--- config.mk ---
export PLATFORM = sky130hd
export DESIGN_NAME = masked_gpio_port
export DESIGN_NICKNAME = d
export VERILOG_FILES = /design/src/rtl/mgpio_pkg.sv /design/src/rtl/mgpio_sync.sv /design/src/rtl/mgpio_regs.sv /design/src/rtl/mgpio_rdmux.sv /design/src/rtl/masked_gpio_port.sv
export SDC_FILE = /design/constraint.sdc
export NUM_CORES = 1
export LEC_CHECK = 0
export BUFFER_PORTS_ARGS = -buffer_cell sky130_fd_sc_hd__buf_2
export CORE_MARGIN = 4
export CORE_UTILIZATION = 49
export CTS_CLUSTER_DIAMETER = 80
export DETAILED_ROUTE_END_ITERATION = 8
export GPL_TIMING_DRIVEN = 0
export PLACE_DENSITY = 0.88
export SYNTH_ARGS = -nofsm -noshare
export SYNTH_HDL_FRONTEND = slang
export SYNTH_SLANG_ARGS = --single-unit
--- constraint.sdc ---
create_clock -name clk -period 1.55 [get_ports clk]
set_input_delay 0.155 -clock clk [delete_from_list [all_inputs] [get_ports clk]]
set_output_delay 0.155 -clock clk [all_outputs]
set_load 0.03 [all_outputs]
--- src/rtl/mgpio_pkg.sv ---
// Shared types for the masked GPIO port.
package mgpio_pkg;
    // Register region that an access offset decodes to.
    typedef enum logic [1:0] {
        REG_NONE = 2'd0,
        REG_DATA = 2'd1,
        REG_DIR  = 2'd2
    } region_e;
endpackage

--- src/rtl/mgpio_sync.sv ---
// Multi-stage input synchroniser, one chain per pin.
// Assumes pin_in is asynchronous; the output is pin_in delayed STAGES clocks.
module mgpio_sync #(
    parameter int unsigned PORT_W = 8,
    parameter int unsigned STAGES = 2
) (
    input  logic              clk,
    input  logic              rst_n,
    input  logic [PORT_W-1:0] pin_in,
    output logic [PORT_W-1:0] pin_sync
);
    logic [PORT_W-1:0] stage_q [STAGES];

    for (genvar s = 0; s < STAGES; s++) begin : g_stage
        if (s == 0) begin : g_first
            // First stage samples the raw pins.
            always_ff @(posedge clk) begin
                if (!rst_n) stage_q[s] <= '0;
                else        stage_q[s] <= pin_in;
            end
        end else begin : g_next
            // Later stages shift the previous stage.
            always_ff @(posedge clk) begin
                if (!rst_n) stage_q[s] <= '0;
                else        stage_q[s] <= stage_q[s-1];
            end
        end
    end

    assign pin_sync = stage_q[STAGES-1];
endmodule

--- src/rtl/mgpio_regs.sv ---
// Output latch and direction register with address-mask write semantics.
// Assumes region/mask are decoded by the parent in the strobe cycle.
module mgpio_regs
    import mgpio_pkg::*;
#(
    parameter int unsigned PORT_W = 8
) (
    input  logic              clk,
    input  logic              rst_n,
    input  logic              wr_en,
    input  region_e           region,
    input  logic [PORT_W-1:0] mask,
    input  logic [PORT_W-1:0] wdata,
    output logic [PORT_W-1:0] latch_q,
    output logic [PORT_W-1:0] dir_q
);
    // Update only masked latch bits on a data-window write.
    always_ff @(posedge clk) begin
        if (!rst_n)
            latch_q <= '0;
        else if (wr_en && region == REG_DATA)
            latch_q <= (latch_q & ~mask) | (wdata & mask);
    end

    // Load the whole direction register on a direction write.
    always_ff @(posedge clk) begin
        if (!rst_n)
            dir_q <= '0;
        else if (wr_en && region == REG_DIR)
            dir_q <= wdata;
    end

    assert_masked_load_R2: assert property (@(posedge clk) disable iff (!rst_n)
        (wr_en && region == REG_DATA) |=> ((latch_q & $past(mask)) == ($past(wdata) & $past(mask))));
    assert_unmasked_hold_R2: assert property (@(posedge clk) disable iff (!rst_n)
        (wr_en && region == REG_DATA) |=> (((latch_q ^ $past(latch_q)) & ~$past(mask)) == '0));
    assert_dir_load_R4: assert property (@(posedge clk) disable iff (!rst_n)
        (wr_en && region == REG_DIR) |=> (dir_q == $past(wdata)));
    assert_outside_ignored_R9: assert property (@(posedge clk) disable iff (!rst_n)
        (rst_n && region == REG_NONE) |=> ($stable(latch_q) && $stable(dir_q)));
endmodule

--- src/rtl/mgpio_rdmux.sv ---
// Registered read path: selects latch or synchronised pin per bit, then masks.
// Assumes rd_en is a single-cycle strobe; data holds until the next read.
module mgpio_rdmux
    import mgpio_pkg::*;
#(
    parameter int unsigned PORT_W = 8
) (
    input  logic              clk,
    input  logic              rst_n,
    input  logic              rd_en,
    input  region_e           region,
    input  logic [PORT_W-1:0] mask,
    input  logic [PORT_W-1:0] latch_q,
    input  logic [PORT_W-1:0] dir_q,
    input  logic [PORT_W-1:0] pin_sync,
    output logic [PORT_W-1:0] rdata
);
    logic [PORT_W-1:0] port_view;
    logic [PORT_W-1:0] rd_next;

    // Per-bit source: outputs report the latch, inputs report the pin.
    always_comb begin
        port_view = (dir_q & latch_q) | (~dir_q & pin_sync);
        unique case (region)
            REG_DATA: rd_next = port_view & mask;
            REG_DIR:  rd_next = dir_q;
            default:  rd_next = '0;
        endcase
    end

    // Capture read data on the read strobe.
    always_ff @(posedge clk) begin
        if (!rst_n)     rdata <= '0;
        else if (rd_en) rdata <= rd_next;
    end

    assert_read_masked_R3: assert property (@(posedge clk) disable iff (!rst_n)
        (rd_en && region == REG_DATA) |=> ((rdata & ~$past(mask)) == '0));
    assert_read_outside_zero_R9: assert property (@(posedge clk) disable iff (!rst_n)
        (rd_en && region == REG_NONE) |=> (rdata == '0));
    assert_read_hold_R10: assert property (@(posedge clk) disable iff (!rst_n)
        (rst_n && !rd_en) |=> $stable(rdata));
endmodule

--- src/rtl/masked_gpio_port.sv ---
// Top of the masked GPIO port: address decode, registers, synchroniser, read path.
// Assumes byte-wide accesses; address bits [1:0] are not decoded.
module masked_gpio_port
    import mgpio_pkg::*;
#(
    parameter int unsigned PORT_W   = 8,
    parameter int unsigned ADDR_W   = 11,
    parameter int unsigned SYNC_STG = 2
) (
    input  logic              clk,
    input  logic              rst_n,
    input  logic [ADDR_W-1:0] bus_addr,
    input  logic              bus_wr,
    input  logic              bus_rd,
    input  logic [PORT_W-1:0] bus_wdata,
    output logic [PORT_W-1:0] bus_rdata,
    input  logic [PORT_W-1:0] pin_in,
    output logic [PORT_W-1:0] pin_out,
    output logic [PORT_W-1:0] pin_oe
);
    localparam int unsigned MASK_LSB = 2;
    localparam int unsigned WIN_LSB  = MASK_LSB + PORT_W;
    localparam int unsigned PAGE_W   = ADDR_W - WIN_LSB;

    logic [PORT_W-1:0] mask;
    logic [PAGE_W-1:0] page;
    region_e           region;
    logic [PORT_W-1:0] latch_q;
    logic [PORT_W-1:0] dir_q;
    logic [PORT_W-1:0] pin_sync;

    assign mask = bus_addr[WIN_LSB-1:MASK_LSB];
    assign page = bus_addr[ADDR_W-1:WIN_LSB];

    // Decode the access offset into a register region.
    always_comb begin
        if (page == PAGE_W'(0))
            region = REG_DATA;
        else if (page == PAGE_W'(1) && mask == '0)
            region = REG_DIR;
        else
            region = REG_NONE;
    end

    mgpio_sync #(.PORT_W(PORT_W), .STAGES(SYNC_STG)) u_sync (
        .clk(clk), .rst_n(rst_n), .pin_in(pin_in), .pin_sync(pin_sync)
    );

    mgpio_regs #(.PORT_W(PORT_W)) u_regs (
        .clk(clk), .rst_n(rst_n), .wr_en(bus_wr), .region(region),
        .mask(mask), .wdata(bus_wdata), .latch_q(latch_q), .dir_q(dir_q)
    );

    mgpio_rdmux #(.PORT_W(PORT_W)) u_rd (
        .clk(clk), .rst_n(rst_n), .rd_en(bus_rd), .region(region), .mask(mask),
        .latch_q(latch_q), .dir_q(dir_q), .pin_sync(pin_sync), .rdata(bus_rdata)
    );

    assign pin_oe  = dir_q;
    assign pin_out = latch_q & dir_q;

    assert_no_drive_on_input_R7: assert property (@(posedge clk) disable iff (!rst_n)
        (pin_out & ~pin_oe) == '0);
endmodule

==> summary.md, run 1 <==
| Metric | Value |
|---|---|
| Status | `finished, final reports clean` |
| #FFs+latches synth | `40` |
| Slew at the pin with the worst max-slew slack | `811 ps` |
| Number of instances in the synthesized netlist | `173` |
| Sw frac | `0.249` |
| Initial Utilization | `0.531` |
| Max Clock Skew | `roughly 7.0 ps` |
| I/O Pins | `55` |
| Critical Path Sink Type | `primary output` |
| Smallest setup slack after layout | `231 ps` |
| Ratio of routed vias to standard cells | `about 5` |
| RR Startpoint | `u_regs.dir_q[2]$_SDFFE_PN0P_` |
| Cell variety after synth | `18` |
| Cell-by-cell trace of the critical path | `and2_1, buf_2` |
| Count of endpoints failing hold in the final timing report | `0` |
| Remaining antenna violation count after routing | `0` |
| Sequential fraction of the synthesis area | `0.479` |
| Count of inserted antenna diode cells | `0` |
| Number of H-tree levels | `2` |
| Clock network fraction of design power | `0.283` |
| DR pass1 iterations | `4` |
| Min Clock Period, post-route | `approximately 1300 ps` |
| Cell area after technology mapping | `approximately 1700 um^2` |
| Die Ht | `66.4 um` |
| Drt total wl | `approximately 3.5 mm` |
| Reg power frac | `0.607` |
| Placed instance count | `around 270` |
| Overall fraction of global-route tracks in use | `0.175` |
| Hold/Removal Path Class | `input pin to flop` |
| Unrepaired setup endpoints after global routing | `false` |
| Count of hold-fix buffers inserted at cts | `0` |
| Class of the most critical setup path | `flop to primary output` |
| Delay of the slowest cell on the worst path | `between 400 and 500 ps` |
| Buffer type at the clock tree root | `sky130_fd_sc_hd__clkbuf_4` |
| Synthesized net count | `approximately 200` |
| Via count of the first global-routing pass | `between 1000 and 1500` |
| Peak supply drop | `556 uV` |
| Ys Warns | `0` |
| Buffers and inverters on the worst path | `1` |
| CP max stage cell | `sky130_fd_sc_hd__dfxtp_1` |
| Overall die area | `around 4400 um^2` |
| Clock Tree Buf Depth | `2` |
| Final max-slew violation count | `0` |
| Area grow syn2layout | `21.7%` |
| Chip width | `about 66 um` |
| Number of buffers added for setup after CTS | `0` |
| Pwr per Cell Area | `between 800 and 900 nW/um^2` |
| Net switching component of the power | `roughly 440 uW` |
| Wire length of the first global-routing pass | `just under 6 mm` |
| Maximum number of pins on one net before global-route repair | `14` |
| GP Congestion | `about 0.77` |
| Biggest fanout along the worst timing path | `5` |
| Share of layout cells above drive strength 1 | `0.273` |
| Comb pwr share | `0.110` |
| Final Net Count | `roughly 260` |
| Post-route worst hold slack | `approximately 16 ps` |
| Relative slew slack | `0.455` |
| Pre-CTS WS | `151 ps` |
| GRT overflow | `0` |
| Std-Cell Core Area | `3150 um^2` |
| Antenna violations before repair | `0` |
| Via total after detailed routing | `roughly 1400` |
| Register-to-register path setup slack | `530 ps` |
| Post-synthesis area per instance | `~9.7 um^2` |
| Drc violations | `0` |
| Detailed placement HPWL | `between 2 and 3 mm` |
| Internal | `around 1300 uW` |
| Achievable frequency | `758 MHz` |
| Clk sinks | `40` |
| Worst-Skew Late Latency | `approximately 330 ps` |
| Worst setup path startpoint | `u_regs.dir_q[6]$_SDFFE_PN0P_` |
| Critical path arrival | `1160 ps` |
| Clock tree from TritonCTS | `yes` |
| Row count | `20` |
| Max-Cap Viols | `0` |
| Ratio of final minimum period to clock period | `0.851` |
| Finished Layout Cells | `~280` |
| Startpoint kind of the worst setup timing path | `flop` |
| Number of clock buffers inserted by TritonCTS | `5` |
| Static leakage | `about 0.00096 uW` |
| Final Setup Violations | `0` |
| Wire length per cell after detailed routing | `~13 um` |
| Required @ worst endpoint | `about 1400 ps` |
| Initial DRC Count | `51` |
| Number of buffer cells added on primary ports | `50` |
| Count of cells resized by post-cts repair | `0` |
| Category of cells accounting for the largest share of critical-path delay | `flip-flops` |
| Critical hold path startpoint | `pin_in[2]` |
| Clock transition at the registers of the reported paths | `110 ps` |
| TNS Setup | `0 ps` |
## cell usage after synthesis (all sizes together)
cell	n	area, um^2
dlygate4sd1	1	8.76
dfxtp	40	801
nor2	1	6.26
buf	2	16.3
o21ai	16	80.1
nor4b	2	38.8
nand3	1	17.5
nor2b	24	150
clkbuf	5	18.8
mux2i	16	160
nand2	16	60.1
nand4	8	50.1
and2	24	150
nand3b	8	60.1
nor3	1	5.00
a31oi	8	50.1
## metal layers
metal / vias to the layer above / wire, um / GRT usage / part of all wire
li1: 714 / - / - / -
met1: 605 / 1430 / 0.215 / 0.41
met2: 44 / 1700 / 0.296 / 0.49
met3: 5 / 280 / 0.0391 / 0.081
met4: 0 / 47 / 0.0685 / 0.014
met5: - / 0 / 0 / 0
## final timing paths
kind                                                   endpoint  cells after the start
worst min-delay path            u_sync.stage_q[0][2]$_SDFF_PN0_                      2
worst min register to register  u_sync.stage_q[1][4]$_SDFF_PN0_                      1
worst max-delay path                                 pin_out[6]                      2
worst max register to register       u_rd.rdata[2]$_SDFFE_PN0P_                      3
## per-stage QoR
stage	utilization	cell area, um^2	total power (uW)
after detailed placement	0.627	1980	1300
after global placement	0.627	1980	1290
after global routing	0.646	2040	1870
final	0.646	2040	1770
after floorplan	-	1670	1220
after CTS	0.646	2040	1800
## layout by cell type (no fill, tap or decap)
| master | count |
|---|---|
| sky130_fd_sc_hd__buf_6 | 1 |
| sky130_fd_sc_hd__buf_2 | 51 |
| sky130_fd_sc_hd__nor2b_1 | 24 |
| sky130_fd_sc_hd__nand2_1 | 16 |
| sky130_fd_sc_hd__nor4b_4 | 1 |
| sky130_fd_sc_hd__dlygate4sd1_1 | 1 |
| sky130_fd_sc_hd__nor2_2 | 1 |
| sky130_fd_sc_hd__dfxtp_1 | 40 |
| sky130_fd_sc_hd__and2_1 | 24 |
| sky130_fd_sc_hd__o21ai_0 | 16 |
| sky130_fd_sc_hd__nor4b_2 | 1 |
| sky130_fd_sc_hd__clkbuf_4 | 5 |
| sky130_fd_sc_hd__nand4_1 | 8 |
| sky130_fd_sc_hd__clkinvlp_4 | 1 |
| sky130_fd_sc_hd__mux2i_1 | 16 |
| sky130_fd_sc_hd__nand3b_1 | 8 |
| sky130_fd_sc_hd__nand3_4 | 1 |
| sky130_fd_sc_hd__clkinv_4 | 1 |
| sky130_fd_sc_hd__a31oi_1 | 8 |
| sky130_fd_sc_hd__nor3_1 | 1 |
| sky130_fd_sc_hd__clkbuf_1 | 6 |
## cell families (layout without fill, tap and decap cells)
group,count (synthesis),after routing,synth area share
and+or+nand+nor,85,85,0.322
muxes,16,16,0.0957
DFF,40,40,0.479
buffers and inverters,8,66,0.0262
AOI/OAI and AO/OA,24,24,0.0778
## cell type report
type,count,area [um^2]
well taps,44,55.1
clock inverters,2,16.3
plain buffers,8,43.8
repair buffers,50,250
fillers,287,1120
multi-input cells,125,828
clock buffers,6,41.3
flip-flops and latches,40,801
## power groups by stage
stage | clock network, uW | registers [uW] | logic (uW)
after CTS | 522 | 1080 | 197
after global routing | 571 | 1080 | 218
after global placement | 0 | 1100 | 193
final | 502 | 1080 | 195
after detailed placement | 0 | 1100 | 196
after floorplan | 0 | 1120 | 98.1
Note: power is estimated with default switching activity, not from simulation.
==> run 2, diff against run 1 <==
--- a/config.mk
+++ b/config.mk
@@ -6,7 +6,7 @@
 export NUM_CORES = 1
 export LEC_CHECK = 0
 export BUFFER_PORTS_ARGS = -buffer_cell sky130_fd_sc_hd__buf_2
-export CORE_MARGIN = 4
+export CORE_MARGIN = 1
 export CORE_UTILIZATION = 49
 export CTS_CLUSTER_DIAMETER = 80
 export DETAILED_ROUTE_END_ITERATION = 8
==> run 2 against run 1 <==
Clock-buffer cell count is 1 lower. Critical path depth stayed put. Worst setup slack is essentially flat. Flip-flop and latch count is the same. Wire length shrank 0.81%. Sequential power about the same. Clock power decreased by 1%. Die area shrank 17%. Highest routed layer unchanged.
==> summary.md, run 2 (synthesis gave the netlist of run 1 again) <==
| Metric | Value |
|---|---|
| Min Clock Period, post-route | `1320 ps (-0.230 ps)` |
| Wire length of the first global-routing pass | `5.48 mm (-6.2%)` |
| Slew at the pin with the worst max-slew slack | `794 ps (-16.4 ps)` |
| Final max-slew violation count | `0 (unchanged)` |
| Static leakage | `0.000970 uW (+1.6%)` |
| Buffer type at the clock tree root | `sky130_fd_sc_hd__clkbuf_4` |
| Levels on crit path | `2 (unchanged)` |
| GRT met2 Usage | `0.339 (+0.0429)` |
| Initial DRC Count | `53 (+3.9%)` |
| Row count | `20 (unchanged)` |
| Share of layout cells above drive strength 1 | `0.269 (-0.00350)` |
| Wire length per cell after detailed routing | `12.3 um (-1.9%)` |
| Detailed placement HPWL | `2.60 mm (-3.7%)` |
| Number of buffer cells added on primary ports | `50 (unchanged)` |
| Number of clock buffers inserted by TritonCTS | `5 (unchanged)` |
| Final Net Count | `265 (+1.5%)` |
| Achievable frequency | `758 MHz (about the same)` |
| Crit path to | `pin_out[7]` |
| Met3 usage in global routing | `0.0533 (+0.0142)` |
| Critical Path Sink Type | `primary output` |
| Initial Utilization | `0.531 (unchanged)` |
| Clk sinks | `40 (unchanged)` |
| Overall die area | `3650 um^2 (-17%)` |
| Delay of the slowest cell on the worst path | `430 ps (about the same)` |
| Startpoint kind of the worst setup timing path | `flop` |
| Clock Tree Buf Depth | `2 (unchanged)` |
| Status | `finished, final reports clean` |
| Max Clock Skew | `5.28 ps (-1.71 ps)` |
| I/O Pins | `55 (unchanged)` |
| Pwr Total | `1780 uW (+0.10%)` |
| Relative slew slack | `0.466 (+0.0110)` |
| Clock transition at the registers of the reported paths | `110 ps (about the same)` |
| Cell area after placement | `1980 um^2 (unchanged)` |
| Via total after detailed routing | `1382 (+1.0%)` |
| Class of the most critical setup path | `flop to primary output` |
| Cell-by-cell trace of the critical path | `and2_1, buf_2` |
| Final Setup Violations | `0 (unchanged)` |
| Unrepaired setup endpoints after global routing | `false` |
| Leading cell type in the layout, fill and taps excluded | `sky130_fd_sc_hd__buf_2` |
| Die Ht | `60.4 um (-9.0%)` |
| Chip width | `60.4 um (-9.0%)` |
| Worst-Skew Late Latency | `340 ps (about the same)` |
| Count of inserted antenna diode cells | `0 (unchanged)` |
| Smallest setup slack after layout | `231 ps (+0.230 ps)` |
| Count of cells resized by post-cts repair | `0 (unchanged)` |
| Buffers and inverters on the worst path | `1 (unchanged)` |
| Destination of the worst register-to-register timing path | `u_rd.rdata[4]$_SDFFE_PN0P_` |
| GP Congestion | `0.862 (+13%)` |
| Category of cells accounting for the largest share of critical-path delay | `flip-flops` |
| Number of H-tree levels | `2 (unchanged)` |
| Worst Reg-to-Reg Cells | `3 (unchanged)` |
| Hold/Removal Path Class | `input pin to flop` |
| CP max stage cell | `sky130_fd_sc_hd__dfxtp_1` |
| TNS Setup | `0 ps (unchanged)` |
| Register-to-register path setup slack | `540 ps (about the same)` |
| Antenna violations before repair | `0 (unchanged)` |
| GRT Max-Usage Layer | `met2` |
| Drt total wl | `3.43 mm (-0.81%)` |
| Commonest cells after routing, fill and taps aside | `sky130_fd_sc_hd__buf_2, sky130_fd_sc_hd__dfxtp_1, sky130_fd_sc_hd__and2_1, sky130_fd_sc_hd__nor2b_1` |
| Final cell area excluding filler cells | `2070 um^2 (+1.6%)` |
| Worst setup path startpoint | `u_regs.dir_q[7]$_SDFFE_PN0P_` |
| Remaining antenna violation count after routing | `0 (unchanged)` |
| Critical path arrival | `1160 ps (about the same)` |
| Required @ worst endpoint | `1390 ps (about the same)` |
| Pwr per Cell Area | `858 nW/um^2 (-1.5%)` |
| RR Startpoint | `u_regs.dir_q[4]$_SDFFE_PN0P_` |
| Via count of the first global-routing pass | `1236 (-5.7%)` |
| DR pass1 iterations | `4 (unchanged)` |
| Clock tree from TritonCTS | `yes` |
| Ratio of final minimum period to clock period | `0.851 (about the same)` |
| Maximum number of pins on one net before global-route repair | `13 (-1)` |
| Biggest fanout along the worst timing path | `5 (unchanged)` |
| Met1 Resource Use GR | `0.256 (+0.0417)` |
| Peak supply drop | `673 uV (+21%)` |
| Count of endpoints failing hold in the final timing report | `0 (unchanged)` |
| Std-Cell Core Area | `3150 um^2 (unchanged)` |
| GRT overflow | `0 (unchanged)` |
| Pre-CTS WS | `144 ps (-6.78 ps)` |
| Area grow syn2layout | `23.6%` |
| Finished Layout Cells | `278 (+1.1%)` |
| Max-Cap Viols | `0 (unchanged)` |
| Ratio of routed vias to standard cells | `4.97 (about the same)` |
| Drc violations | `0 (unchanged)` |
| Overall fraction of global-route tracks in use | `0.208 (+0.0324)` |
| Number of filler instances in the final layout | `275 (-4.2%)` |
| Placed instance count | `267 (unchanged)` |
[run 2: cell count changes in the layout (fill, tap and decap cells not counted)]
cell                            before  now
sky130_fd_sc_hd__clkinv_4            1    0
sky130_fd_sc_hd__dlygate4sd3_1       0    4
sky130_fd_sc_hd__clkbuf_1            6    5
sky130_fd_sc_hd__clkinv_2            0    1
[run 2: area by class of cell]
class	count	area, um^2	share of cell area
buffer	8	43.8	0.0212
clock inverter	2	12.5	0.00605
tap	44	55.1	0.0266
sequential	40	801	0.387
clock buffer	5	37.5	0.0181
multi-input combinational	125	828	0.400
timing repair buffer	54	290	0.140
[run 2: repair_timing]
item,in CTS,in global routing
endpoints found under the setup margin,0,0
hold buffers,0,4
setup buffers,0,0
hold endpoints to repair,0,4
[run 2: worst min path at each step]
stage | end | slack, ps | start | depth (start not counted)
detailed placement | u_sync.stage_q[0][2]$_SDFF_PN0_ | 360 | pin_in[2] | 2
global placement | u_sync.stage_q[0][4]$_SDFF_PN0_ | 360 | pin_in[4] | 2
finish | u_sync.stage_q[0][6]$_SDFF_PN0_ | 10 | pin_in[6] | 2
floorplan | u_sync.stage_q[0][0]$_SDFF_PN0_ | 280 | pin_in[0] | 1
global route | u_sync.stage_q[0][4]$_SDFF_PN0_ | 4 | pin_in[4] | 2
CTS | u_sync.stage_q[0][7]$_SDFF_PN0_ | 1 | pin_in[7] | 2
[run 2: through the flow]
step	hold WS (ps)	utilization
2_1_floorplan	282	-
3_3_place_gp	362	0.627
6_report	10.1	0.656
4_1_cts	1.23	0.643
5_1_grt	4.06	0.656
3_5_place_dp	364	0.627
[run 2: power by group]
part | internal, uW | switching [uW] | total, uW | leakage [uW]
Sequential | 1060 | 11.2 | 1080 | 0.000328
Clock | 165 | 330 | 495 | 0.0000271
Combinational | 93.4 | 111 | 204 | 0.000616
[run 2: layer usage]
metal,up-vias,share of wire
li1,714,-
met1,615,0.45
met2,44,0.47
met3,9,0.055
met4,0,0.024
met5,-,0
